File: config.mk
export PLATFORM = sky130hd
export DESIGN_NAME = col_burst_seq
export DESIGN_NICKNAME = d
export VERILOG_FILES = /design/src/rtl/cbs_pkg.sv /design/src/rtl/cbs_cmd_decode.sv /design/src/rtl/cbs_ccd_check.sv /design/src/rtl/cbs_burst_gen.sv /design/src/rtl/cbs_lat_pipe.sv /design/src/rtl/col_burst_seq.sv
export SDC_FILE = /design/constraint.sdc
export NUM_CORES = 1
export LEC_CHECK = 0
export ABC_AREA = 0
export BUFFER_PORTS_ARGS = -buffer_cell sky130_fd_sc_hd__buf_2
export CELL_PAD_IN_SITES_DETAIL_PLACEMENT = 1
export CELL_PAD_IN_SITES_GLOBAL_PLACEMENT = 1
export CORE_UTILIZATION = 43
export DETAILED_ROUTE_END_ITERATION = 6
export GPL_TIMING_DRIVEN = 1
export PLACE_DENSITY_LB_ADDON = 0.25
export SLEW_MARGIN = 20
export SYNTH_ARGS = -nofsm -noshare
export SYNTH_HDL_FRONTEND = slang
export SYNTH_SLANG_ARGS = --single-unit
export TNS_END_PERCENT = 10
File: constraint.sdc
create_clock -name clk -period 2.95 [get_ports clk]
set_input_delay 0.295 -clock clk [delete_from_list [all_inputs] [get_ports clk]]
set_output_delay 0.295 -clock clk [all_outputs]
set_load 0.005 [all_outputs]
File: src/rtl/cbs_pkg.sv
// Shared widths and the beat-pair record passed between sequencer stages.
package cbs_pkg;
    localparam int COL_W  = 11;   // column width after dropping pin 10
    localparam int ADDR_W = 12;   // column address pin width

    typedef struct packed {
        logic             valid;
        logic             wr;
        logic [COL_W-1:0] col_a;
        logic [COL_W-1:0] col_b;
    } beat_pair_t;
endpackage

File: src/rtl/cbs_cmd_decode.sv
// Decodes the sampled command pins into a column-command strobe, a write
// flag and the 11-bit start column. Assumes pins are stable at the edge.
module cbs_cmd_decode
    import cbs_pkg::*;
(
    input  logic              cs_n,
    input  logic              ras_n,
    input  logic              cas_n,
    input  logic              we_n,
    input  logic [ADDR_W-1:0] col_addr,
    output logic              col_cmd,
    output logic              is_wr,
    output logic [COL_W-1:0]  start_col
);
    // Pin decode; address bit 10 is not part of the column.
    always_comb begin
        col_cmd   = !cs_n && ras_n && !cas_n;
        is_wr     = !we_n;
        start_col = {col_addr[ADDR_W-1], col_addr[COL_W-2:0]};
    end
endmodule

File: src/rtl/cbs_ccd_check.sv
// Tracks edges since the last accepted column command and judges each new
// one against the minimum spacing for the burst length of the last accepted
// burst. Early commands are dropped when that burst is short and accepted
// (interrupting) when it is long. Assumes the spacing limits fit in CNT_W.
module cbs_ccd_check #(
    parameter int CNT_W   = 3,
    parameter int CCD_BL4 = 2,
    parameter int CCD_BL8 = 4
) (
    input  logic clk,
    input  logic rst_n,
    input  logic col_cmd,
    input  logic bl8_in,
    output logic accept,
    output logic viol
);
    localparam logic [CNT_W-1:0] SAT  = '1;
    localparam logic [CNT_W-1:0] NEED4 = CNT_W'(CCD_BL4);
    localparam logic [CNT_W-1:0] NEED8 = CNT_W'(CCD_BL8);

    logic [CNT_W-1:0] since_cmd;
    logic             last_bl8;
    logic             early;

    // Judge the command present at this edge.
    always_comb begin
        early  = col_cmd && (since_cmd < (last_bl8 ? NEED8 : NEED4));
        accept = col_cmd && !(early && !last_bl8);
    end

    // Spacing counter, saturating; starts saturated so reset satisfies it.
    always_ff @(posedge clk) begin
        if (!rst_n) begin
            since_cmd <= SAT;
            last_bl8  <= 1'b0;
        end else if (accept) begin
            since_cmd <= CNT_W'(1);
            last_bl8  <= bl8_in;
        end else if (since_cmd != SAT) begin
            since_cmd <= since_cmd + CNT_W'(1);
        end
    end

    // Violation flag registered for one cycle.
    always_ff @(posedge clk) begin
        if (!rst_n) viol <= 1'b0;
        else        viol <= early;
    end

    // a flagged edge always carried a column command.
    a_r8_flag_has_cmd: assert property (@(posedge clk) disable iff (!rst_n)
        viol |-> $past(col_cmd));
endmodule

File: src/rtl/cbs_burst_gen.sv
// Holds the running burst and emits one beat pair per clock: beats 2k and
// 2k+1 of clock k, wrapped inside the aligned 4- or 8-column segment in
// sequential or interleaved order. A start replaces any running burst.
module cbs_burst_gen
    import cbs_pkg::*;
(
    input  logic             clk,
    input  logic             rst_n,
    input  logic             start,
    input  logic [COL_W-1:0] start_col,
    input  logic             start_wr,
    input  logic             start_bl8,
    input  logic             start_il,
    output beat_pair_t       pair
);
    logic             active;
    logic [COL_W-1:0] base;
    logic [1:0]       idx;
    logic             bl8_r;
    logic             il_r;
    logic             wr_r;
    logic [1:0]       last_idx;
    logic [COL_W-1:0] cols [2];

    assign last_idx = bl8_r ? 2'd3 : 2'd1;

    // Burst state: load on start, advance per clock, stop after last pair.
    always_ff @(posedge clk) begin
        if (!rst_n) begin
            active <= 1'b0;
            base   <= '0;
            idx    <= '0;
            bl8_r  <= 1'b0;
            il_r   <= 1'b0;
            wr_r   <= 1'b0;
        end else if (start) begin
            active <= 1'b1;
            base   <= start_col;
            idx    <= '0;
            bl8_r  <= start_bl8;
            il_r   <= start_il;
            wr_r   <= start_wr;
        end else if (active) begin
            if (idx == last_idx) active <= 1'b0;
            else                 idx    <= idx + 2'd1;
        end
    end

    // One column generator per half-clock beat.
    for (genvar h = 0; h < 2; h++) begin : g_beat
        logic [2:0] beat_no;
        logic [2:0] low;
        // Wrap the low segment bits by sum or by XOR.
        always_comb begin
            beat_no = {idx, 1'(h)};
            low     = il_r ? (base[2:0] ^ beat_no) : (base[2:0] + beat_no);
            cols[h] = bl8_r ? {base[COL_W-1:3], low}
                            : {base[COL_W-1:2], low[1:0]};
        end
    end

    // Present the current pair.
    always_comb begin
        pair.valid = active;
        pair.wr    = wr_r;
        pair.col_a = cols[0];
        pair.col_b = cols[1];
    end

    // a four-beat burst is never cut after its first pair.
    a_r4_short_runs_two: assert property (@(posedge clk) disable iff (!rst_n)
        (active && !bl8_r && idx == 2'd0) |=> (active && idx == 2'd1));
    // without a new command, the burst ends after its last pair.
    a_r11_burst_ends: assert property (@(posedge clk) disable iff (!rst_n)
        (active && idx == last_idx && !start) |=> !active);
endmodule

File: src/rtl/cbs_lat_pipe.sv
// Delays beat pairs by the read latency with a shift register and a
// selectable tap. Latency 0 is treated as 1; values beyond DEPTH clamp.
// Assumes the latency setting is changed only while no burst is in flight.
module cbs_lat_pipe
    import cbs_pkg::*;
#(
    parameter int DEPTH = 16,
    parameter int RL_W  = $clog2(DEPTH + 1)
) (
    input  logic            clk,
    input  logic            rst_n,
    input  beat_pair_t      pair_in,
    input  logic [RL_W-1:0] rl,
    output beat_pair_t      pair_out
);
    localparam int TAP_W = $clog2(DEPTH);

    beat_pair_t      stage [DEPTH];
    logic [TAP_W-1:0] tap;

    for (genvar i = 0; i < DEPTH; i++) begin : g_stage
        // Shift one stage per clock.
        always_ff @(posedge clk) begin
            if (!rst_n)      stage[i] <= '0;
            else if (i == 0) stage[i] <= pair_in;
            else             stage[i] <= stage[(i == 0) ? 0 : i - 1];
        end
    end

    // Pick the stage that matches the latency.
    always_comb begin
        if (rl == '0)                   tap = '0;
        else if (rl > RL_W'(DEPTH))     tap = TAP_W'(DEPTH - 1);
        else                            tap = TAP_W'(rl - RL_W'(1));
        pair_out = stage[tap];
    end
endmodule

File: src/rtl/col_burst_seq.sv
// Column burst access sequencer: decode, spacing judgement, burst address
// generation and read-latency scheduling, two beats per clock.
// Assumes burst length and type are sampled with each command and that the
// latency inputs stay static while bursts are in flight.
module col_burst_seq
    import cbs_pkg::*;
#(
    parameter int MAX_RL  = 16,
    parameter int LAT_W   = 3,
    parameter int CNT_W   = 3,
    parameter int CCD_BL4 = 2,
    parameter int CCD_BL8 = 4
) (
    input  logic              clk,
    input  logic              rst_n,
    input  logic              cs_n,
    input  logic              ras_n,
    input  logic              cas_n,
    input  logic              we_n,
    input  logic [11:0]       col_addr,
    input  logic              burst_len8,
    input  logic              burst_il,
    input  logic [LAT_W-1:0]  cas_lat,
    input  logic [LAT_W-1:0]  add_lat,
    output logic [10:0]       beat_col_a,
    output logic [10:0]       beat_col_b,
    output logic              beat_wr,
    output logic              beat_valid,
    output logic              ccd_viol
);
    localparam int RL_W = $clog2(MAX_RL + 1);

    logic             col_cmd;
    logic             is_wr;
    logic [COL_W-1:0] start_col;
    logic             accept;
    logic [RL_W-1:0]  rl;
    beat_pair_t       gen_pair;
    beat_pair_t       out_pair;

    cbs_cmd_decode u_dec (
        .cs_n      (cs_n),
        .ras_n     (ras_n),
        .cas_n     (cas_n),
        .we_n      (we_n),
        .col_addr  (col_addr),
        .col_cmd   (col_cmd),
        .is_wr     (is_wr),
        .start_col (start_col)
    );

    cbs_ccd_check #(
        .CNT_W   (CNT_W),
        .CCD_BL4 (CCD_BL4),
        .CCD_BL8 (CCD_BL8)
    ) u_ccd (
        .clk     (clk),
        .rst_n   (rst_n),
        .col_cmd (col_cmd),
        .bl8_in  (burst_len8),
        .accept  (accept),
        .viol    (ccd_viol)
    );

    cbs_burst_gen u_gen (
        .clk       (clk),
        .rst_n     (rst_n),
        .start     (accept),
        .start_col (start_col),
        .start_wr  (is_wr),
        .start_bl8 (burst_len8),
        .start_il  (burst_il),
        .pair      (gen_pair)
    );

    // Read latency is CAS latency plus additive latency.
    assign rl = RL_W'(cas_lat) + RL_W'(add_lat);

    cbs_lat_pipe #(
        .DEPTH (MAX_RL),
        .RL_W  (RL_W)
    ) u_pipe (
        .clk      (clk),
        .rst_n    (rst_n),
        .pair_in  (gen_pair),
        .rl       (rl),
        .pair_out (out_pair)
    );

    // Drive the beat outputs from the delayed pair.
    always_comb begin
        beat_valid = out_pair.valid;
        beat_wr    = out_pair.wr;
        beat_col_a = out_pair.col_a;
        beat_col_b = out_pair.col_b;
    end

    // both beats of a clock share one aligned eight-column block.
    a_r5_pair_same_block: assert property (@(posedge clk) disable iff (!rst_n)
        beat_valid |-> (beat_col_a[10:3] == beat_col_b[10:3]));
    // the flag follows an edge where the column pins were asserted.
    a_r8_flag_after_pins: assert property (@(posedge clk) disable iff (!rst_n)
        ccd_viol |-> $past(!cs_n && ras_n && !cas_n));
endmodule

Yosys cells after proc, flatten, opt, wreduce, memory -nomap -nowiden
Memories as Yosys holds them, arrays and structs flattened.
Cells that the tools add are included.

storage, ports and cells
  register bits after elaboration = 21
  bits in latches = 0
  RAM bits = 384
  bits in read-only memories = 0
  bits of input ports = 26
  output and inout bits = 25
  logic and storage cells = 85
  memories = 1

cells by class
  $add $sub $neg = 6
  $mul = 0
  div/mod/pow operators = 0
  $lt $le $gt $ge = 2
  equal/unequal tests = 2
  shift operators = 0
  multiplexer cells = 31
  bitwise gates (word level) = 20
  reductions and logical operators = 14

memory list
  memory        depth  bits a word  read ports  clocked after memory_dff  wr ports  line                source
  u_pipe.stage  16     24           16          0                         16        cbs_lat_pipe.sv:18  beat_pair_t stage [DEPTH];

operator list
  kind                                                           number
  2-to-1 mux 24 bit                                              16
  2-to-1 mux 3 bit                                               7
  OR 1 bit                                                       16
  2-to-1 mux 4 bit                                               2
  adder 3 bit                                                    2
  XOR 3 bit                                                      2
  greater-than comparator 4 x 5 -> 1 bit, second input constant  1
  logical AND 1 bit                                              5
  zero test 1 bit                                                5
  zero test 5 bit                                                1
  2-to-1 mux 1 bit                                               5
  adder 3 x 3 -> 4 bit                                           1
  subtractor 4 x 1 -> 4 bit, second input constant               1
  adder 3 x 1 -> 3 bit, second input constant                    1
  less-than comparator 3 bit                                     1
  inequality test 3 bit, second input constant                   1
  adder 2 x 1 -> 2 bit, second input constant                    1
  == test 2 bit                                                  1
  2-to-1 mux 2 bit                                               1
  inverter 1 bit                                                 2
  AND reduction 2 bit                                            1
  nonzero test 2 bit                                             1
  OR reduction 2 bit                                             1

Longest topological paths before layout
  depth in word-level cells = 8
  mapped depth = 14
  gate-level depth less buffers = 9

By module
Synthesis repeated with hierarchy kept, for this count alone.

unflattened totals
  cells, all modules = 1390
  area total of the unflattened synthesis = 14406.3 µm²

by module, submodules not included
  module          times used  cells each  area an instance (µm²)  seq. area each (µm²)
  cbs_lat_pipe    1           1245        13027.5                 7687.4
  cbs_burst_gen   1           95          924.6                   340.3
  cbs_ccd_check   1           24          256.5                   100.1
  cbs_cmd_decode  1           13          98.8                    0.0
  col_burst_seq   1           13          98.8                    0.0

Least setup slack after synthesis
OpenSTA, ideal clock, no wires.

  path kind = input to output
  start point = in cas_lat[0]
  end point = out beat_col_b[10]
  arrival time = 2815 ps
  data required time = 2655 ps
  slack = -160 ps
  stages = 13
  path buffers = 5
  path through = ha_1 > buf_2 > inv_1 > clkbuf_1 > ha_1 > clkbuf_1 > o21ai_0 > mux2i_1 > a22o_1 > clkbuf_1 > o211ai_1 > nand4_1 > buf_4

on the way
  word-level cells in the longest chain between the ends = 5
  elaborated cells between the ends (all ways) = 7
  classes of those cells = add/sub (2); order compare (1); mux (2); reduce/logical (1); memory (1)

ends and longest elaborated chain
  what                                                                                        line                                    source
  start, declared                                                                             col_burst_seq.sv:23                     input logic [LAT_W-1:0] cas_lat,
  adder 3 x 3 -> 4 bit (*)                                                                    col_burst_seq.sv:77                     assign rl = RL_W'(cas_lat) + RL_W'(add_lat);
  subtractor 4 x 1 -> 4 bit / greater-than comparator 4 x 5 -> 1 bit (equally long branches)  cbs_lat_pipe.sv:34, cbs_lat_pipe.sv:33
  2-to-1 mux 4 bit                                                                            cbs_lat_pipe.sv:33                      else if (rl > RL_W'(DEPTH)) tap = TAP_W'(DEPTH - 1);
  2-to-1 mux 4 bit (*)                                                                        cbs_lat_pipe.sv:32                      if (rl == '0) tap = '0;
  memory read (16 x 24 bit) (*)                                                               n/a
  end, declared                                                                               col_burst_seq.sv:26                     output logic [10:0] beat_col_b,

Every way passes the cells marked *; elsewhere a longest branch is shown, timed or not.

Worst setup path after layout
  start point = in add_lat[0]
  end point = out beat_col_b[2]

on the way
  word-level cells in the longest chain between the ends = 5
  elaborated cells between the ends (all ways) = 7
  classes of those cells = add/sub (2); order compare (1); mux (2); reduce/logical (1); memory (1)

ends and longest elaborated chain
  what                                                                                        line                                    source
  start, declared                                                                             col_burst_seq.sv:24                     input logic [LAT_W-1:0] add_lat,
  adder 3 x 3 -> 4 bit (*)                                                                    col_burst_seq.sv:77
  subtractor 4 x 1 -> 4 bit / greater-than comparator 4 x 5 -> 1 bit (equally long branches)  cbs_lat_pipe.sv:34, cbs_lat_pipe.sv:33
  2-to-1 mux 4 bit                                                                            cbs_lat_pipe.sv:33
  2-to-1 mux 4 bit (*)                                                                        cbs_lat_pipe.sv:32
  memory read (16 x 24 bit) (*)                                                               n/a

Marks and branches as above.

==> results.ini <==
[clock_network]
numCtsBuffers = 30
clkLatencyLatePin_ns = 0.56
root_buffer = clkbuf_16
htree_num_levels = 1
clk_pin_slew_ns = 0.06
cts_tree = yes
cts.sinks = 277
clockBufferDepth = 3

[detailed_routing]
antenna_left = 0
finalWirelength_microns = 30190
via_count = 8276
drcViolationCount = 0
drt_iter0_drc = 532
via_per_inst = 5.510
drt-pass1-iter-count = 4
wl_per_cell_microns = 20.10

[synth]
avgSynthCellArea_sq_um = 10.02
ys_types = 53
yosys.area.top_type = dfxtp_1
yosysWarnings = 0
ys_ff_latch = 277
synth-edff-count = 0
ys.flop_type = dfxtp_1
yosys-top-cells-area = dfxtp_1 (51%), and2_1 (15%), mux2i_1 (4.4%)
ys_async_sr_fraction_pct = 0
synth_nets = 1116
synthCells = 1080
yosysTopAreaCellShare_pct = 51.23
synth_area_sq_mm = 0.01083
ys_seq_area_share_pct = 51.23

[floorplan]
initial_core_util_pct = 44.12
die_w_microns = 160.7
core_sq_mm = 0.02453
io_pins = 51
dieArea_sq_mm = 0.02581
chipHeight_microns = 160.7
num_rows = 57

[final_layout]
diodes = 0
nets = 1194
area_growth_syn_to_layout_pct = 24.33
final_cell_area_sq_mm = 0.01346
fin_util_pct = 54.86
drive_above_1_share_pct = 21.99

[pwr]
power.static_leakage_uw = 0.005582
peakVddDrop_mv = 0.4246
finalPower_uw = 9611
p_per_area_mw_per_mm2 = 714.1

[sta]
tightest_slew_ns = 0.6815
max_freq_ghz = 0.3140
setup_viol = 24
rsz0062_at_grt = true
relSlewSlack_pct = 54.56
min_period_ns = 3.185
slew_viol_final = 0
skew_ns = 0.01735
setup_slack_ns = -0.2349
hold_viol_final = 0
fin_crit_sh_pct = 108.0

[placement]
placed_cell_area_sq_mm = 0.01202
dpl.hpwl_microns = 18100
place.gp.congestion = 0.7426
port_buffers = 49
dpl_worst_slack_ns = -0.4076

[setup_path]
endpoint_kind = primary output
critPathMaxFanout = 12
worst-setup-path-type = in2out
required_ns = 2.65
startpoint_type = input port
critPathArrivalTime_ns = 2.89

[grt]
grt_antenna_before_repair = 0
grt_max_degree = 114
grtUsageTotal_pct = 23.77
grt_pass1_vias = 8742
gr-total-overflow = 0
met1_usage_pct = 32.17
busiest_layer = met2
met2_usage_pct = 38.84
grt_pass1_wl_microns = 48600
use_met3_pct = 2.918

[outcome]
status = finished with violations
violations = setup timing

[min_path]
hp-class = in2reg

[run]
maxCapViolCount = 0

[metrics by stage]
stage,setup TNS (ns),instances,hold WS [ns]
after floorplan,-0.004239,1080,0.4239
after global placement,-6.491,1423,0.4277
after CTS,-5.019,1497,0.0008351
after global routing,-7.074,1502,0.01242
after detailed placement,-7.880,1423,0.4380
final,-4.464,1502,0.01216
[state kept, by name, indices dropped and copies added (netlist names)]
name and count:
u_gen.wr_r 1, u_gen.bl8_r 1, u_gen.active 1, u_ccd.viol 1, u_gen.il_r 1, u_gen.base 11
u_ccd.since_cmd 3, u_pipe.stage 256, u_gen.idx 2
[kinds of logic after synthesis]
group,count (synthesis),synth area share (%)
buf+inv,104,4.207
mux,81,7.871
fa+ha+maj,10,1.295
flops,277,51.23
xor+xnor,9,0.7282
compound gates,184,12.59
simple gates,415,22.09
[routing by layer]
| metal | vias to the layer above | part of all wire (%) |
|---|---|---|
| met5 | - | 0 |
| met4 | 0 | 3.5 |
| met3 | 66 | 3.8 |
| met2 | 166 | 46 |
| met1 | 4125 | 47 |
| li1 | 3919 | - |
[cells in the final DEF, fill, tap and decap left out, types with 23 or more instances in the layout]
cell type / n
mux2i_1: 48
nand2_1: 56
mux2_2: 33
buf_4: 54
nand4_1: 32
buf_2: 47
o21ai_1: 23
dfxtp_1: 277
o22ai_1: 31
clkbuf_16: 30
buf_12: 28
nor2_1: 36
and2_1: 254
[synth_stat cells (8+ instances only)]
master,count
o2111ai_1,16
o211ai_1,17
a2111oi_0,31
nand2_1,56
dfxtp_1,277
nand4_1,32
clkbuf_1,72
xnor2_1,8
buf_2,13
ha_1,8
o21ai_0,25
buf_4,9
o21ai_1,12
and2_1,254
mux2_2,33
nor2b_1,17
nor2_1,36
a2bb2oi_1,16
o221ai_1,17
mux2i_1,48
o22ai_1,32
[power breakdown]
group | total [uW] | leakage (uW) | switching (uW) | internal [uW]
clock network | 3690 | 0.000488 | 1500 | 2190
logic | 2080 | 0.00286 | 1120 | 961
registers | 3840 | 0.00223 | 43.4 | 3800
total | 9610 | 0.00558 | 2660 | 6950
[cell type report]
| type | instances | area (sq um) |
|---|---|---|
| clock buffer | 45 | 907.1 |
| timing repair buffer | 145 | 1428 |
| sequential | 277 | 5545 |
| tap | 324 | 405.4 |
| fill | 2668 | 11070 |
| multi-input combinational | 699 | 5080 |
| inverter | 5 | 18.77 |
| clock inverter | 7 | 75.07 |
[final timing paths]
check                        endpoint  slack (ns)  cells after the start                start
setup / recovery        beat_col_b[2]       -0.23                     14           add_lat[0]
setup reg to reg       u_gen.base[10]        0.91                      6          u_gen.bl8_r
hold / removal          u_gen.base[0]        0.01                      3          col_addr[0]
hold reg to reg   u_pipe.stage[4][22]        0.45                      1  u_pipe.stage[3][22]
[what timing repair did]
action | in CTS | in global routing
buffers inserted | 13 | 5
cloned | 3 | 0
hold buffers | 6 | 0
endpoints found under the hold margin | 6 | 0
gates resized for setup | 36 | 12
setup endpoints to repair | 24 | 24
pin swaps | 14 | 13
[critical path, stage by stage]
cell and delay [ns]:
buf_6 0.10, ha_4 0.15, fa_2 0.55, inv_2 0.05, ha_4 0.16, nor4b_4 0.14, buf_12 0.15, buf_4 0.14
buf_12 0.14, a2111oi_1 0.39, o21ai_1 0.13, o2111ai_1 0.12, nand4_1 0.19, buf_2 0.18
No activity file was read; power rests on OpenSTA's default activity.
